## src/rtl/prio_irq_pkg.sv

```systemverilog
package prio_irq_pkg;

    localparam int NUM_SRC  = 5;
    localparam int IDX_W    = 3;
    localparam int ADDR_W   = 16;
    localparam int VEC_BASE = 3;
    localparam int VEC_STEP = 8;
    localparam int NUM_LVL  = 2;
    localparam int LVL_HI   = 1;
    localparam int LVL_LO   = 0;

    localparam logic [7:0] SFR_EN_ADDR  = 8'hA8;
    localparam logic [7:0] SFR_LVL_ADDR = 8'hB8;
    localparam int         MASTER_BIT   = 7;

    typedef struct packed {
        logic             hit;
        logic [IDX_W-1:0] idx;
    } poll_t;

    function automatic logic [ADDR_W-1:0] vec_of(input logic [IDX_W-1:0] idx);
        logic [ADDR_W-1:0] a;
        a = ADDR_W'(VEC_BASE) + ADDR_W'(VEC_STEP) * ADDR_W'(idx);
        return a;
    endfunction

endpackage

```

## src/rtl/irq_cfg_regs.sv

```systemverilog
module irq_cfg_regs
    import prio_irq_pkg::*;
#(
    parameter int N = NUM_SRC
) (
    input  logic         clk,
    input  logic         rst,
    input  logic         we,
    input  logic [7:0]   addr,
    input  logic [7:0]   wdata,
    output logic         master_en,
    output logic [N-1:0] src_en,
    output logic [N-1:0] lvl_hi
);

    always_ff @(posedge clk) begin
        if (rst) begin
            master_en <= 1'b0;
            src_en    <= '0;
            lvl_hi    <= '0;
        end else if (we) begin
            if (addr == SFR_EN_ADDR) begin
                master_en <= wdata[MASTER_BIT];
                src_en    <= wdata[N-1:0];
            end
            if (addr == SFR_LVL_ADDR) begin
                lvl_hi <= wdata[N-1:0];
            end
        end
    end

    p_cfg_reset_r1: assert property (@(posedge clk)
        $past(rst) |-> (lvl_hi == '0 && src_en == '0 && !master_en));

endmodule

```

## src/rtl/irq_sampler.sv

```systemverilog
module irq_sampler
    import prio_irq_pkg::*;
#(
    parameter int N = NUM_SRC
) (
    input  logic         clk,
    input  logic         rst,
    input  logic         stb,
    input  logic [N-1:0] flags,
    output logic [N-1:0] snap
);

    always_ff @(posedge clk) begin
        if (rst)      snap <= '0;
        else if (stb) snap <= flags;
    end

    p_snap_hold_r2: assert property (@(posedge clk) disable iff (rst)
        !$past(stb) && !$past(rst) |-> $stable(snap));

endmodule

```

## src/rtl/irq_level_poll.sv

```systemverilog
module irq_level_poll
    import prio_irq_pkg::*;
#(
    parameter int N = NUM_SRC
) (
    input  logic [N-1:0] pend,
    output poll_t        res
);

    always_comb begin
        res = '0;
        for (int i = N - 1; i >= 0; i--) begin
            if (pend[i]) begin
                res.hit = 1'b1;
                res.idx = IDX_W'(i);
            end
        end
    end

endmodule

```

## src/rtl/irq_nest_track.sv

```systemverilog
module irq_nest_track
    import prio_irq_pkg::*;
(
    input  logic       clk,
    input  logic       rst,
    input  logic       grant,
    input  logic       grant_hi,
    input  logic       reti,
    output logic       act_hi,
    output logic       act_lo
);

    logic nxt_hi, nxt_lo;

    always_comb begin
        nxt_hi = act_hi;
        nxt_lo = act_lo;
        if (reti) begin
            if (act_hi) nxt_hi = 1'b0;
            else        nxt_lo = 1'b0;
        end
        if (grant) begin
            if (grant_hi) nxt_hi = 1'b1;
            else          nxt_lo = 1'b1;
        end
    end

    always_ff @(posedge clk) begin
        if (rst) begin
            act_hi <= 1'b0;
            act_lo <= 1'b0;
        end else begin
            act_hi <= nxt_hi;
            act_lo <= nxt_lo;
        end
    end

    p_reti_order_r11: assert property (@(posedge clk) disable iff (rst)
        reti && !grant && act_hi |=> !act_hi && (act_lo == $past(act_lo)));

    p_grant_sets_r11: assert property (@(posedge clk) disable iff (rst)
        grant && grant_hi |=> act_hi);

endmodule

```

## src/rtl/prio_irq_ctrl.sv

```systemverilog
module prio_irq_ctrl
    import prio_irq_pkg::*;
#(
    parameter int N = NUM_SRC,
    parameter int AW = ADDR_W
) (
    input  logic          clk,
    input  logic          rst,
    input  logic          cyc_stb,
    input  logic [N-1:0]  irq_flags,
    input  logic          sfr_we,
    input  logic [7:0]    sfr_addr,
    input  logic [7:0]    sfr_wdata,
    input  logic          last_cyc,
    input  logic          blk_instr,
    input  logic          reti_exec,
    output logic          vec_req,
    output logic [AW-1:0] vec_addr,
    output logic          vec_hi,
    output logic [1:0]    isr_active
);

    logic         master_en;
    logic [N-1:0] src_en;
    logic [N-1:0] lvl_hi;
    logic [N-1:0] snap;
    logic [N-1:0] pend;
    logic [N-1:0] pend_lv [NUM_LVL];
    poll_t        res_lv  [NUM_LVL];
    logic         act_hi, act_lo;
    logic         take_hi, take_lo, gate, grant;
    logic [IDX_W-1:0] win_idx;

    irq_cfg_regs #(.N(N)) u_regs (
        .clk(clk), .rst(rst), .we(sfr_we), .addr(sfr_addr), .wdata(sfr_wdata),
        .master_en(master_en), .src_en(src_en), .lvl_hi(lvl_hi)
    );

    irq_sampler #(.N(N)) u_samp (
        .clk(clk), .rst(rst), .stb(cyc_stb), .flags(irq_flags), .snap(snap)
    );

    assign pend              = snap & src_en & {N{master_en}};
    assign pend_lv[LVL_HI]   = pend & lvl_hi;
    assign pend_lv[LVL_LO]   = pend & ~lvl_hi;

    for (genvar g = 0; g < NUM_LVL; g++) begin : g_lvl
        irq_level_poll #(.N(N)) u_poll (
            .pend(pend_lv[g]), .res(res_lv[g])
        );
    end

    assign take_hi = res_lv[LVL_HI].hit && !act_hi;
    assign take_lo = !res_lv[LVL_HI].hit && res_lv[LVL_LO].hit && !act_hi && !act_lo;
    assign gate    = cyc_stb && last_cyc && !blk_instr;
    assign grant   = gate && (take_hi || take_lo);
    assign win_idx = take_hi ? res_lv[LVL_HI].idx : res_lv[LVL_LO].idx;

    irq_nest_track u_nest (
        .clk(clk), .rst(rst), .grant(grant), .grant_hi(take_hi),
        .reti(reti_exec), .act_hi(act_hi), .act_lo(act_lo)
    );

    always_ff @(posedge clk) begin
        if (rst) begin
            vec_req  <= 1'b0;
            vec_addr <= '0;
            vec_hi   <= 1'b0;
        end else begin
            vec_req <= grant;
            if (grant) begin
                vec_addr <= AW'(vec_of(win_idx));
                vec_hi   <= take_hi;
            end
        end
    end

    assign isr_active = {act_hi, act_lo};

    p_call_on_strobe_r2: assert property (@(posedge clk) disable iff (rst)
        vec_req |-> $past(cyc_stb));

    p_call_needs_end_r7: assert property (@(posedge clk) disable iff (rst)
        vec_req |-> $past(last_cyc));

    p_call_not_blocked_r8: assert property (@(posedge clk) disable iff (rst)
        vec_req |-> !$past(blk_instr));

    p_hi_unpreempted_r9: assert property (@(posedge clk) disable iff (rst)
        vec_req |-> !$past(act_hi));

    p_lo_needs_idle_r9: assert property (@(posedge clk) disable iff (rst)
        vec_req && !vec_hi |-> !$past(act_lo));

    p_master_gate_r3: assert property (@(posedge clk) disable iff (rst)
        vec_req |-> $past(master_en));

endmodule

```

## config.mk

```make
export PLATFORM = sky130hd
export DESIGN_NAME = prio_irq_ctrl
export DESIGN_NICKNAME = d
export VERILOG_FILES = /design/src/rtl/prio_irq_pkg.sv /design/src/rtl/irq_cfg_regs.sv /design/src/rtl/irq_sampler.sv /design/src/rtl/irq_level_poll.sv /design/src/rtl/irq_nest_track.sv /design/src/rtl/prio_irq_ctrl.sv
export SDC_FILE = /design/constraint.sdc
export NUM_CORES = 1
export LEC_CHECK = 0
export ABC_CLOCK_PERIOD_IN_PS = 1550
export BUFFER_PORTS_ARGS = -buffer_cell sky130_fd_sc_hd__buf_2
export CORE_ASPECT_RATIO = 0.75
export CORE_MARGIN = 2
export CORE_UTILIZATION = 38
export DETAILED_ROUTE_END_ITERATION = 10
export GPL_TIMING_DRIVEN = 1
export PLACE_DENSITY = 0.77
export SYNTH_ARGS = -nofsm -noshare
export SYNTH_HDL_FRONTEND = slang
export SYNTH_HIERARCHICAL = 1
export SYNTH_SLANG_ARGS = --single-unit
```

## constraint.sdc

```tcl
create_clock -name clk -period 1.55 [get_ports clk]
set_input_delay 0.31 -clock clk [delete_from_list [all_inputs] [get_ports clk]]
set_output_delay 0.31 -clock clk [all_outputs]
set_load 0.02 [all_outputs]
```

* After elaboration in Yosys (flattened, before gate mapping)
Index checks and enable logic that the tools add are counted.
** Operators by class
- Multiplexer cells :: 18
- Eq/ne operators :: 2
- Add/subtract/negate cells :: 1
- Reduce and logical (&&, ||, !) cells :: 14
- Bitwise gates (word level) :: 5
** Operator list (count)
- $mux 4 :: 10
- $and 5x5->5 :: 4
- $eq 8x8->1 const B :: 2
- $add 2x6->7 const A :: 1
- $logic_and 1x1->1 :: 7
- $mux 1 :: 7
- $not 5->5 :: 1
- $logic_not 1->1 :: 4
- $reduce_and 2->1 :: 2
- $mux 3 :: 1
- $logic_or 1x1->1 :: 1
** Word-level totals
- Output and inout port bits :: 20
- Flip-flop bits (word level) :: 36
- Word-level logic and storage cells :: 49
- Input bits :: 28

* Longest topological paths before layout
Gate-level depths: netlist (run 1).
- Word-level depth :: 15
- Mapped depth :: 9

* Hierarchy
Netlist (run 1), hierarchy kept.
** Modules (own cells, without submodules)
- irq_cfg_regs :: cells an instance 48, seq. area each 220.2 um2, area an instance 504.2 um2, times used 1
- prio_irq_ctrl :: cells an instance 62, seq. area each 120.1 um2, area an instance 474.2 um2, times used 1
- irq_sampler :: cells an instance 16, seq. area each 100.1 um2, area an instance 180.2 um2, times used 1
- irq_level_poll :: cells an instance 8, seq. area each 0.0 um2, area an instance 48.8 um2, times used 2
- irq_nest_track :: cells an instance 9, seq. area each 40.0 um2, area an instance 80.1 um2, times used 1

* Least setup slack after synthesis (run 1)
Ideal clock, no wire load.
- Path type :: reg2reg
- From :: register u_regs.master_en
- To :: register vec_hi
- Required time :: 1.480 ns
- Data arrival time :: 1.492 ns
- Setup slack :: -0.011 ns
- Path buffers :: 1
- Clock period less this slack :: 1.561 ns
- Stages on the path, launching flop included :: 10
- Cell sequence :: dfxtp_1 > nand3_1 > nor2_1 > nor4_2 > nand2b_1 > nor2b_1 > o21a_1 > buf_6 > nand2b_1 > a21oi_1
** RTL lines
- start, declared :: RTL line irq_cfg_regs.sv:11 : output logic master_en,
- start signal, assigned :: RTL line irq_cfg_regs.sv:23 : master_en <= wdata[MASTER_BIT];
- end signal, assigned :: RTL line prio_irq_ctrl.sv:73 : vec_hi <= take_hi;
- end, declared :: RTL line prio_irq_ctrl.sv:19 : output logic vec_hi,

==> summary.md, run 1 <==
| Metric | Value |
|---|---|
| Vias | `1119` |
| Slew Viols, Final | `0` |
| CTS Buffer Depth | `2` |
| FF+latch area | `484 um^2` |
| Min Tclk post-route | `1730 ps` |
| Final global-route overflow total | `0` |
| P_leak | `0.759 nW` |
| Post-synthesis sequential area ratio | `0.360` |
| Average size of a mapped cell | `8.85 um^2` |
| CTS tree | `yes` |
| CTS Hold Bufs | `0` |
| Setup-failing EPs final | `8` |
| Initial Util | `0.401` |
| Iter 0 DRT Violations | `27` |
| Post-synth ARST share | `0` |
| Count of different cell masters after synthesis | `29` |
| Layout cells sized above 1 | `0.431` |
| Antenna Violating Nets Remaining | `0` |
| Pwr dens | `646 mW/mm^2` |
| Crit. End Element | `flip-flop` |
| Ant. Diodes | `0` |
| Post-Synth Adder-Cell Area | `0` |
| CTS clk-pin slew, worst paths | `80 ps` |
| Status | `complete, but fails checks` |
| Vias in the first global route | `1098` |
| Die Wd | `72.5 um` |
| First-pass GRT wire length | `4700 um` |
| Num CTS Buffers | `3` |
| Post-Syn Area | `0.00134 mm^2` |
| Slowest stage delay, CP | `420 ps` |
| Min-delay worst type | `input port to flip-flop` |
| Metal2 WL | `1460 um` |
| Post-synthesis mux area share | `0.135` |
| Area of the multi-input gates | `866 um^2` |
| Drt first pass iters | `4` |
| CP Launch Type | `flip-flop` |
| VDD IR max | `0.000475 V` |
| #FFs+latches synth | `24` |
| Synth Area in XOR/XNOR | `0` |
| DP Area | `0.00155 mm^2` |
| Fill count | `302` |
| Crit. Startpoint | `u_regs/master_en` |
| Bufs and invs on worst path | `0` |
| Synth top area cells | `dfxtp_1 (36%), mux2i_1 (13%), nand2b_1 (10%), buf_4 (7.9%), nor2_1 (5.3%)` |
| Met3 WL | `177 um` |
| Final Core Density | `0.536` |
| Routed length on met1 | `1290 um` |
| Critical path peak fanout | `6` |
| Worst-skew pair later-pin latency | `260 ps` |
| Wirelength per Cell | `12.7 um` |
| Kind of cell adding the most delay to the critical path | `simple AND/OR/NAND/NOR gates` |
| Yosys warnings | `6` |
| Cells after Synth | `151` |
| Final hold violations | `0` |
| Share of the synthesized area in the top cell type | `0.360` |
| Root Driver | `clkbuf_8` |
| WP data required | `1690 ps` |
| Synth Area in Compound Gates | `0.0646` |
| Post-synth EDFFs | `0` |
| Ports | `48` |
| CP Class | `flip-flop to flip-flop` |
| Slowest CP cell | `dfxtp_4` |
| Crit share post-route | `1.11` |
| MaxCap Viol Count | `0` |
| Drc violations | `0` |
| Die height | `55.4 um` |
| Nets | `224` |
| Port-buffer cells | `34` |
| Initial antenna violation count | `0` |
| Prevailing post-synth register cell | `dfxtp_1` |
| TNS Setup | `-928 ps` |
| H-tree Lvls | `1` |
| Fin area | `0.00179 mm^2` |
| Top Metal Used | `met4` |
| Area Growth Syn to Fin | `33.7%` |
| Failing checks | `setup timing` |
| Hold WS | `279 ps` |
| Core area | `0.00333 mm^2` |
| Final HPWL DP | `2000 um` |
| Post-Route WL | `2990 um` |
| RSZ-0062 raised after global routing | `true` |
| Clk_skew | `1.57 ps` |
| Critical path cell sequence | `nand3_4, nor2_1, nor4_2, nand2b_1, nor2b_4, mux2i_2, a211oi_2` |
| Synth Area in Simple Gates | `0.302` |
| Pin count of the biggest net entering global routing | `28` |
| Max Clock Freq | `0.579 GHz` |
| Yosys top cell by area | `dfxtp_1` |
| Tot GR Track Use | `0.146` |
| Routability congestion estimate | `0.749` |
| Worst hold start | `irq_flags[2]` |
| FP Rows | `18` |
| Vias per cell | `4.76` |
| DP Worst Slack | `-206 ps` |
| WP data arrival | `1870 ps` |
| Setup WS post-layout | `-177 ps` |
| Reg-to-reg startpoint | `u_regs/master_en` |
| Largest family of logic cells by synthesized area | `simple AND/OR/NAND/NOR gates` |
| Die area | `0.00401 mm^2` |
| CTS sink cnt | `24` |
cells in the final DEF (no fill, tap or decap), types with 4 or more instances in the layout:
master     n
dfxtp_1   23
buf_4     13
nand2b_1  21
inv_1      7
conb_1    11
nor2_1    11
clkbuf_8   4
mux2i_1   17
a21oi_1    4
buf_2     34
nor2_4     8
power by group:
group	leakage (nW)	internal, mW	total (mW)	switching, mW
Combinational	0.535	0.0464	0.107	0.0608
Sequential	0.195	0.622	0.629	0.00692
Clock	0.0288	0.227	0.418	0.191
Total	0.759	0.895	1.15	0.259
worst register-to-register path, cell delays in order, from the launching register on:
cell and delay (ps):
dfxtp_4 420, nand3_4 100, nor2_1 230, nor4_2 100, nand2b_1 150, nor2b_4 270
mux2i_2 250, a211oi_2 90
synth_stat cells, drive strengths merged, types with 3 or more instances:
cell type  instances
a21oi              5
a211oi             3
nor2              22
buf               18
mux2i             18
dfxtp             24
nand2b            22
inv                8
nand3              5
nor2b              4
logic make-up after synthesis:
family / Yosys count
flops: 24
simple gates: 69
compound gates: 11
mux: 18
buf+inv: 28
other cells: 1
flip-flops by register name, indices dropped and copies added, names as in the netlist:
signal            cells
u_nest/act_hi         1
u_nest/act_lo         1
u_regs/lvl_hi         5
u_regs/master_en      1
u_regs/src_en         5
u_samp/snap           5
vec_addr              4
vec_hi                1
vec_req               1
area by class of cell:
class                      instances  area share
sequential                        24       0.271
multi-input combinational        109       0.485
clock buffer                       4      0.0308
tap                               40      0.0280
timing repair buffer              50       0.169
inverter                           8      0.0168
what timing repair did:
action | CTS | global route
endpoints found under the setup margin | 8 | 8
endpoints found under the hold margin | 0 | 0
gates resized for setup | 13 | 23
buffers inserted | 3 | 0
pin swaps | 3 | 6
path summary, 6_finish.rpt:
| path | end | slack (ps) | cells past startpoint |
|---|---|---|---|
| worst max-delay path | vec_addr[3] | -180 | 7 |
| worst min-delay path | u_samp/snap[2] | 280 | 3 |
| worst max register to register | vec_addr[3] | -180 | 7 |
| worst min register to register | u_regs/src_en[3] | 500 | 2 |
layer usage:
metal | global-route usage | vias up
li1 | - | 563
met1 | 0.186 | 512
met2 | 0.236 | 38
met3 | 0.0493 | 6
met4 | 0.0397 | 0
met5 | 0 | -
metrics by stage:
stage | std cells | power [mW]
6_report | 235 | 1.15
5_1_grt | 235 | 1.21
2_1_floorplan | 161 | 0.722
3_5_place_dp | 228 | 0.749
3_3_place_gp | 228 | 0.747
4_1_cts | 235 | 1.16
No activity file was read; power rests on OpenSTA's default activity.
==> run 2, diff against run 1 <==
BUFFER_PORTS_ARGS = not set   (was -buffer_cell sky130_fd_sc_hd__buf_2)
DONT_BUFFER_PORTS = 1   (was not set)
PLACE_DENSITY = 0.65   (was 0.77)
==> summary.md, run 2 (synthesis gave the netlist of run 1 again) <==
| Metric | Value |
|---|---|
| Failing checks | `setup timing` |
| Num CTS Buffers | `3 (unchanged)` |
| Critical path cell sequence | `nand3_4, nor2_4, nor4_4, nand2b_1, nor2b_1, o21a_2, buf_6, a211oi_2` |
| CTS Buffer Depth | `2 (unchanged)` |
| DP Area | `0.00142 mm^2 (-8.6%)` |
| Nets | `194 (-13%)` |
| CTS sink cnt | `24 (unchanged)` |
| Hold WS | `98.7 ps (-180 ps)` |
| Die area | `0.00401 mm^2 (unchanged)` |
| VDD IR max | `0.000418 V (-12%)` |
| Setup WS post-layout | `-157 ps (+19.7 ps)` |
| Layout cells sized above 1 | `0.267 (-0.164)` |
| CTS tree | `yes` |
| Critical path peak fanout | `6 (unchanged)` |
| WP data arrival | `1900 ps (+30 ps)` |
| Final global-route overflow total | `0 (unchanged)` |
| H-tree Lvls | `1 (unchanged)` |
| Drt first pass iters | `4 (unchanged)` |
| Tot GR Track Use | `0.142 (-0.00442)` |
| Crit share post-route | `1.10 (-0.0127)` |
| Dpl cells | `199 (-13%)` |
| Min Tclk post-route | `1710 ps (-19.7 ps)` |
| DP Worst Slack | `-250 ps (-44.2 ps)` |
| Fin area | `0.00160 mm^2 (-11%)` |
| Routability congestion estimate | `0.786 (+5.0%)` |
| WP data required | `1740 ps (+50 ps)` |
| Die height | `55.4 um (unchanged)` |
| Wirelength per Cell | `14.1 um (+11%)` |
| Vias per cell | `5.03 (+5.7%)` |
| Pin count of the biggest net entering global routing | `31 (+11%)` |
| Post-Route WL | `2900 um (-3.1%)` |
| CP Launch Type | `flip-flop` |
| RSZ-0062 raised after global routing | `true` |
| Root Driver | `clkbuf_8` |
| Final hold violations | `0 (unchanged)` |
| Iter 0 DRT Violations | `28 (+3.7%)` |
| Antenna Violating Nets Remaining | `0 (unchanged)` |
| CP Class | `flip-flop to flip-flop` |
| Most frequent cells in the layout | `dfxtp_1 (23), nand2b_1 (22), mux2i_1 (18), buf_4 (18), nor2_1 (13)` |
| Initial Util | `0.401 (unchanged)` |
| Ports | `48 (unchanged)` |
| Status | `complete, but fails checks` |
| First-pass GRT wire length | `4570 um (-2.6%)` |
| Max Clock Freq | `0.586 GHz (+1.2%)` |
| Slowest CP cell | `dfxtp_4` |
| Ant. Diodes | `0 (unchanged)` |
| Pwr dens | `776 mW/mm^2 (+20%)` |
| Vias in the first global route | `1023 (-6.8%)` |
| Crit. End Element | `flip-flop` |
| Vias | `1032 (-7.8%)` |
| Clk_skew | `4.64 ps (+3.06 ps)` |
| TNS Setup | `-952 ps (-24.6 ps)` |
| P_leak | `0.631 nW (-17%)` |
| Core area | `0.00333 mm^2 (unchanged)` |
| Initial antenna violation count | `0 (unchanged)` |
| Worst-skew pair later-pin latency | `260 ps (about the same)` |
| Area Growth Syn to Fin | `19.4%` |
| Final Core Density | `0.479 (-0.0574)` |
| FP Rows | `18 (unchanged)` |
| MaxCap Viol Count | `0 (unchanged)` |
| Kind of cell adding the most delay to the critical path | `simple AND/OR/NAND/NOR gates` |
| Final HPWL DP | `2100 um (+5.3%)` |
| Slowest stage delay, CP | `400 ps (-20 ps)` |
| Port-buffer cells | `0 (-100%)` |
| Die Wd | `72.5 um (unchanged)` |
| Largest regs | `u_regs/lvl_hi x5, u_regs/src_en x5, u_samp/snap x5` |
| CTS clk-pin slew, worst paths | `90 ps (about the same)` |
| Bufs and invs on worst path | `1 (+1)` |
| Slew Viols, Final | `0 (unchanged)` |
| Drc violations | `0 (unchanged)` |
| Final instance count without filler cells | `205 (-13%)` |
| Total power draw | `1.24 mW (+7.3%)` |
| CTS Hold Bufs | `0 (unchanged)` |
| Setup-failing EPs final | `8 (unchanged)` |
| Min-delay worst type | `input port to flip-flop` |
| Commonest non-fill, non-tap cell in the layout | `dfxtp_1` |
-- run 2: timing repair --
item	CTS	global route
hold endpoints to repair	0	0
pin swaps	4	4
endpoints found under the setup margin	8	8
setup buffers	1	1
gates resized for setup	14	7
-- run 2: layer usage --
| layer | up-vias | part of all wire | GRT usage |
|---|---|---|---|
| li1 | 506 | - | - |
| met1 | 484 | 0.43 | 0.172 |
| met2 | 37 | 0.50 | 0.241 |
| met3 | 5 | 0.052 | 0.0383 |
| met4 | 0 | 0.015 | 0.0476 |
| met5 | - | 0 | 0 |
-- run 2: worst paths after layout --
kind / slack [ps] / startpoint / depth (start not counted) / end
worst max-delay path: -160 / u_regs/master_en / 8 / vec_addr[4]
worst min-delay path: 100 / rst / 1 / vec_addr[3]
worst max register to register: -160 / u_regs/master_en / 8 / vec_addr[4]
worst min register to register: 490 / u_regs/lvl_hi[4] / 2 / u_regs/lvl_hi[4]
-- run 2: cell type report --
type / count / area, um^2
fill: 298 / 1740
inverter: 8 / 30.0
multi-input combinational: 109 / 802
sequential: 24 / 484
tap: 40 / 50.0
clock buffer: 3 / 41.3
clock inverter: 1 / 30.0
timing repair buffer: 20 / 158
-- run 2: where the power goes --
part           total [mW]  internal [mW]  switching (mW)
registers           0.630          0.622         0.00720
clock network       0.550          0.345           0.205
logic              0.0592         0.0250          0.0342
==> run 3, diff against run 2 <==
ABC_CLOCK_PERIOD_IN_PS = 1500   (was 1550)
clock period = 1.5 ns   (was 1.55 ns; I/O delays follow)
==> summary.md, run 3 (synthesis gave the netlist of run 1 again) <==
| Metric | Value |
|---|---|
| Most Crowded Layer GR | `met2` |
| Area Growth Syn to Fin | `16.5%` |
| WP data arrival | `1810 ps (-90 ps)` |
| Antenna Violating Nets Remaining | `0 (unchanged)` |
| Nets | `193 (-0.52%)` |
| Status | `complete, but fails checks` |
| Min Tclk post-route | `1640 ps (-70.8 ps)` |
| Crit. End Element | `flip-flop` |
| Met2 Use GR | `0.254 (+0.0131)` |
| Core area | `0.00333 mm^2 (unchanged)` |
| Post-Route WL | `2780 um (-4.1%)` |
| Routability congestion estimate | `0.757 (-3.7%)` |
| Final hold violations | `0 (unchanged)` |
| DP Area | `0.00141 mm^2 (-0.35%)` |
| Grt met1 use | `0.181 (+0.00895)` |
| Crit share post-route | `1.09 (-0.0105)` |
| Ports | `48 (unchanged)` |
| DP Worst Slack | `-253 ps (-2.97 ps)` |
| Slowest stage delay, CP | `390 ps (about the same)` |
| Max Clock Freq | `0.611 GHz (+4.3%)` |
| Ant. Diodes | `0 (unchanged)` |
| Vias per cell | `4.99 (-0.97%)` |
| Pwr dens | `693 mW/mm^2 (-11%)` |
| Failing checks | `setup timing` |
| Die Wd | `72.5 um (unchanged)` |
| Vias in the first global route | `1038 (+1.5%)` |
| Drc violations | `0 (unchanged)` |
| Setup WS post-layout | `-136 ps (+20.8 ps)` |
| Iter 0 DRT Violations | `28 (unchanged)` |
| Critical path peak fanout | `6 (unchanged)` |
| Kind of cell adding the most delay to the critical path | `simple AND/OR/NAND/NOR gates` |
| First-pass GRT wire length | `4710 um (+2.9%)` |
| Clk_skew | `8.48 ps (+3.85 ps)` |
| CTS sink cnt | `24 (unchanged)` |
| Final global-route overflow total | `0 (unchanged)` |
| CTS clk-pin slew, worst paths | `80 ps (about the same)` |
| Die height | `55.4 um (unchanged)` |
| CP Launch Type | `flip-flop` |
| Tot GR Track Use | `0.148 (+0.00609)` |
| Vias | `1012 (-1.9%)` |
| VDD IR max | `0.000651 V (+56%)` |
| Port-buffer cells | `0 (unchanged)` |
| Drt first pass iters | `4 (unchanged)` |
| MaxCap Viol Count | `0 (unchanged)` |
| CP Class | `flip-flop to flip-flop` |
| Final HPWL DP | `2030 um (-3.5%)` |
| Largest regs | `u_regs/lvl_hi x5, u_regs/src_en x5, u_samp/snap x5` |
| Fin area | `0.00156 mm^2 (-2.4%)` |
| CTS Buffer Depth | `2 (unchanged)` |
| Layout cells sized above 1 | `0.282 (+0.0155)` |
| Fill count | `310 (+4.0%)` |
| WP data required | `1680 ps (-60 ps)` |
| H-tree Lvls | `1 (unchanged)` |
| Slowest CP cell | `dfxtp_4` |
| CTS tree | `yes` |
| Min-delay worst type | `input port to flip-flop` |
| Met3 usage | `0.0493 (+0.0109)` |
| Setup-failing EPs final | `8 (unchanged)` |
| Num CTS Buffers | `3 (unchanged)` |
| Pin count of the biggest net entering global routing | `31 (unchanged)` |
| Most frequent cells in the layout | `dfxtp_1 (23), nand2b_1 (22), mux2i_1 (17), buf_4 (17)` |
| Initial antenna violation count | `0 (unchanged)` |
| FP Rows | `18 (unchanged)` |
| Slew Viols, Final | `0 (unchanged)` |
| Commonest non-fill, non-tap cell in the layout | `dfxtp_1` |
| Worst-skew pair later-pin latency | `260 ps (about the same)` |
| Initial Util | `0.401 (unchanged)` |
| Bufs and invs on worst path | `1 (unchanged)` |
| Wirelength per Cell | `13.7 um (-3.2%)` |
| P_leak | `0.613 nW (-2.9%)` |
| Die area | `0.00401 mm^2 (unchanged)` |
| Critical path cell sequence | `nand3_1, nor2_1, nor4_2, nand2b_1, o21a_2, buf_6, a211oi_2` |
| RSZ-0062 raised after global routing | `true` |
| Root Driver | `clkbuf_8` |
[run 3: changes by cell type in the layout (fill, tap and decap cells not counted)]
cell,change
mux2i_1,-1
nand3_2,+1
o32ai_1,-1
o32ai_2,+1
nor2_2,+4
nor2_4,-2
nor2_1,-2
mux2i_2,+1
buf_4,-1
bufinv_16,-1
nand3_4,-1
[run 3: worst paths after layout]
path	startpoint	end	slack [ps]	cells after the start
hold reg to reg	u_regs/src_en[4]	u_regs/src_en[4]	480	2
setup reg to reg	u_regs/master_en	vec_addr[5]	-140	7
hold / removal	rst	vec_addr[4]	90	1
setup / recovery	u_regs/master_en	vec_addr[5]	-140	7
[run 3: power breakdown]
part	internal [mW]	switching [mW]	total, mW	leakage (nW)
logic	0.0244	0.0353	0.0597	0.396
registers	0.643	0.00711	0.650	0.195
clock network	0.179	0.190	0.369	0.0216
total	0.847	0.232	1.08	0.613
[run 3: timing repair]
action | CTS | global route
hold buffers | 0 | 0
gates resized for setup | 18 | 3
pin swaps | 5 | 0
buffers inserted | 1 | 1
endpoints found under the setup margin | 8 | 8
[run 3: final cells by class]
class                           count  area, um^2  share of cell area
Tap cell                           40        50.0              0.0322
Sequential cell                    24         484               0.311
Timing Repair Buffer               19         150              0.0965
Multi-Input combinational cell    109         801               0.514
Inverter                            8        30.0              0.0193
Clock buffer                        3        41.3              0.0265
[run 3: layer usage]
metal	vias up	routed length, um
li1	505	-
met1	488	1240
met2	19	1420
met3	0	115
met4	0	0
met5	-	0
[run 3: stage by stage]
stage                     setup TNS (ps)  std cells   util  hold slack (ps)  power, mW
after CTS                           -969        202  0.461             83.2       1.08
final                               -946        203  0.467             88.4       1.08
after global routing               -1800        203  0.467             66.0       1.14
after detailed placement           -2040        198  0.423              369      0.724
after global placement             -1730        198  0.423              369      0.723
after floorplan                     -115        161      -              365      0.746
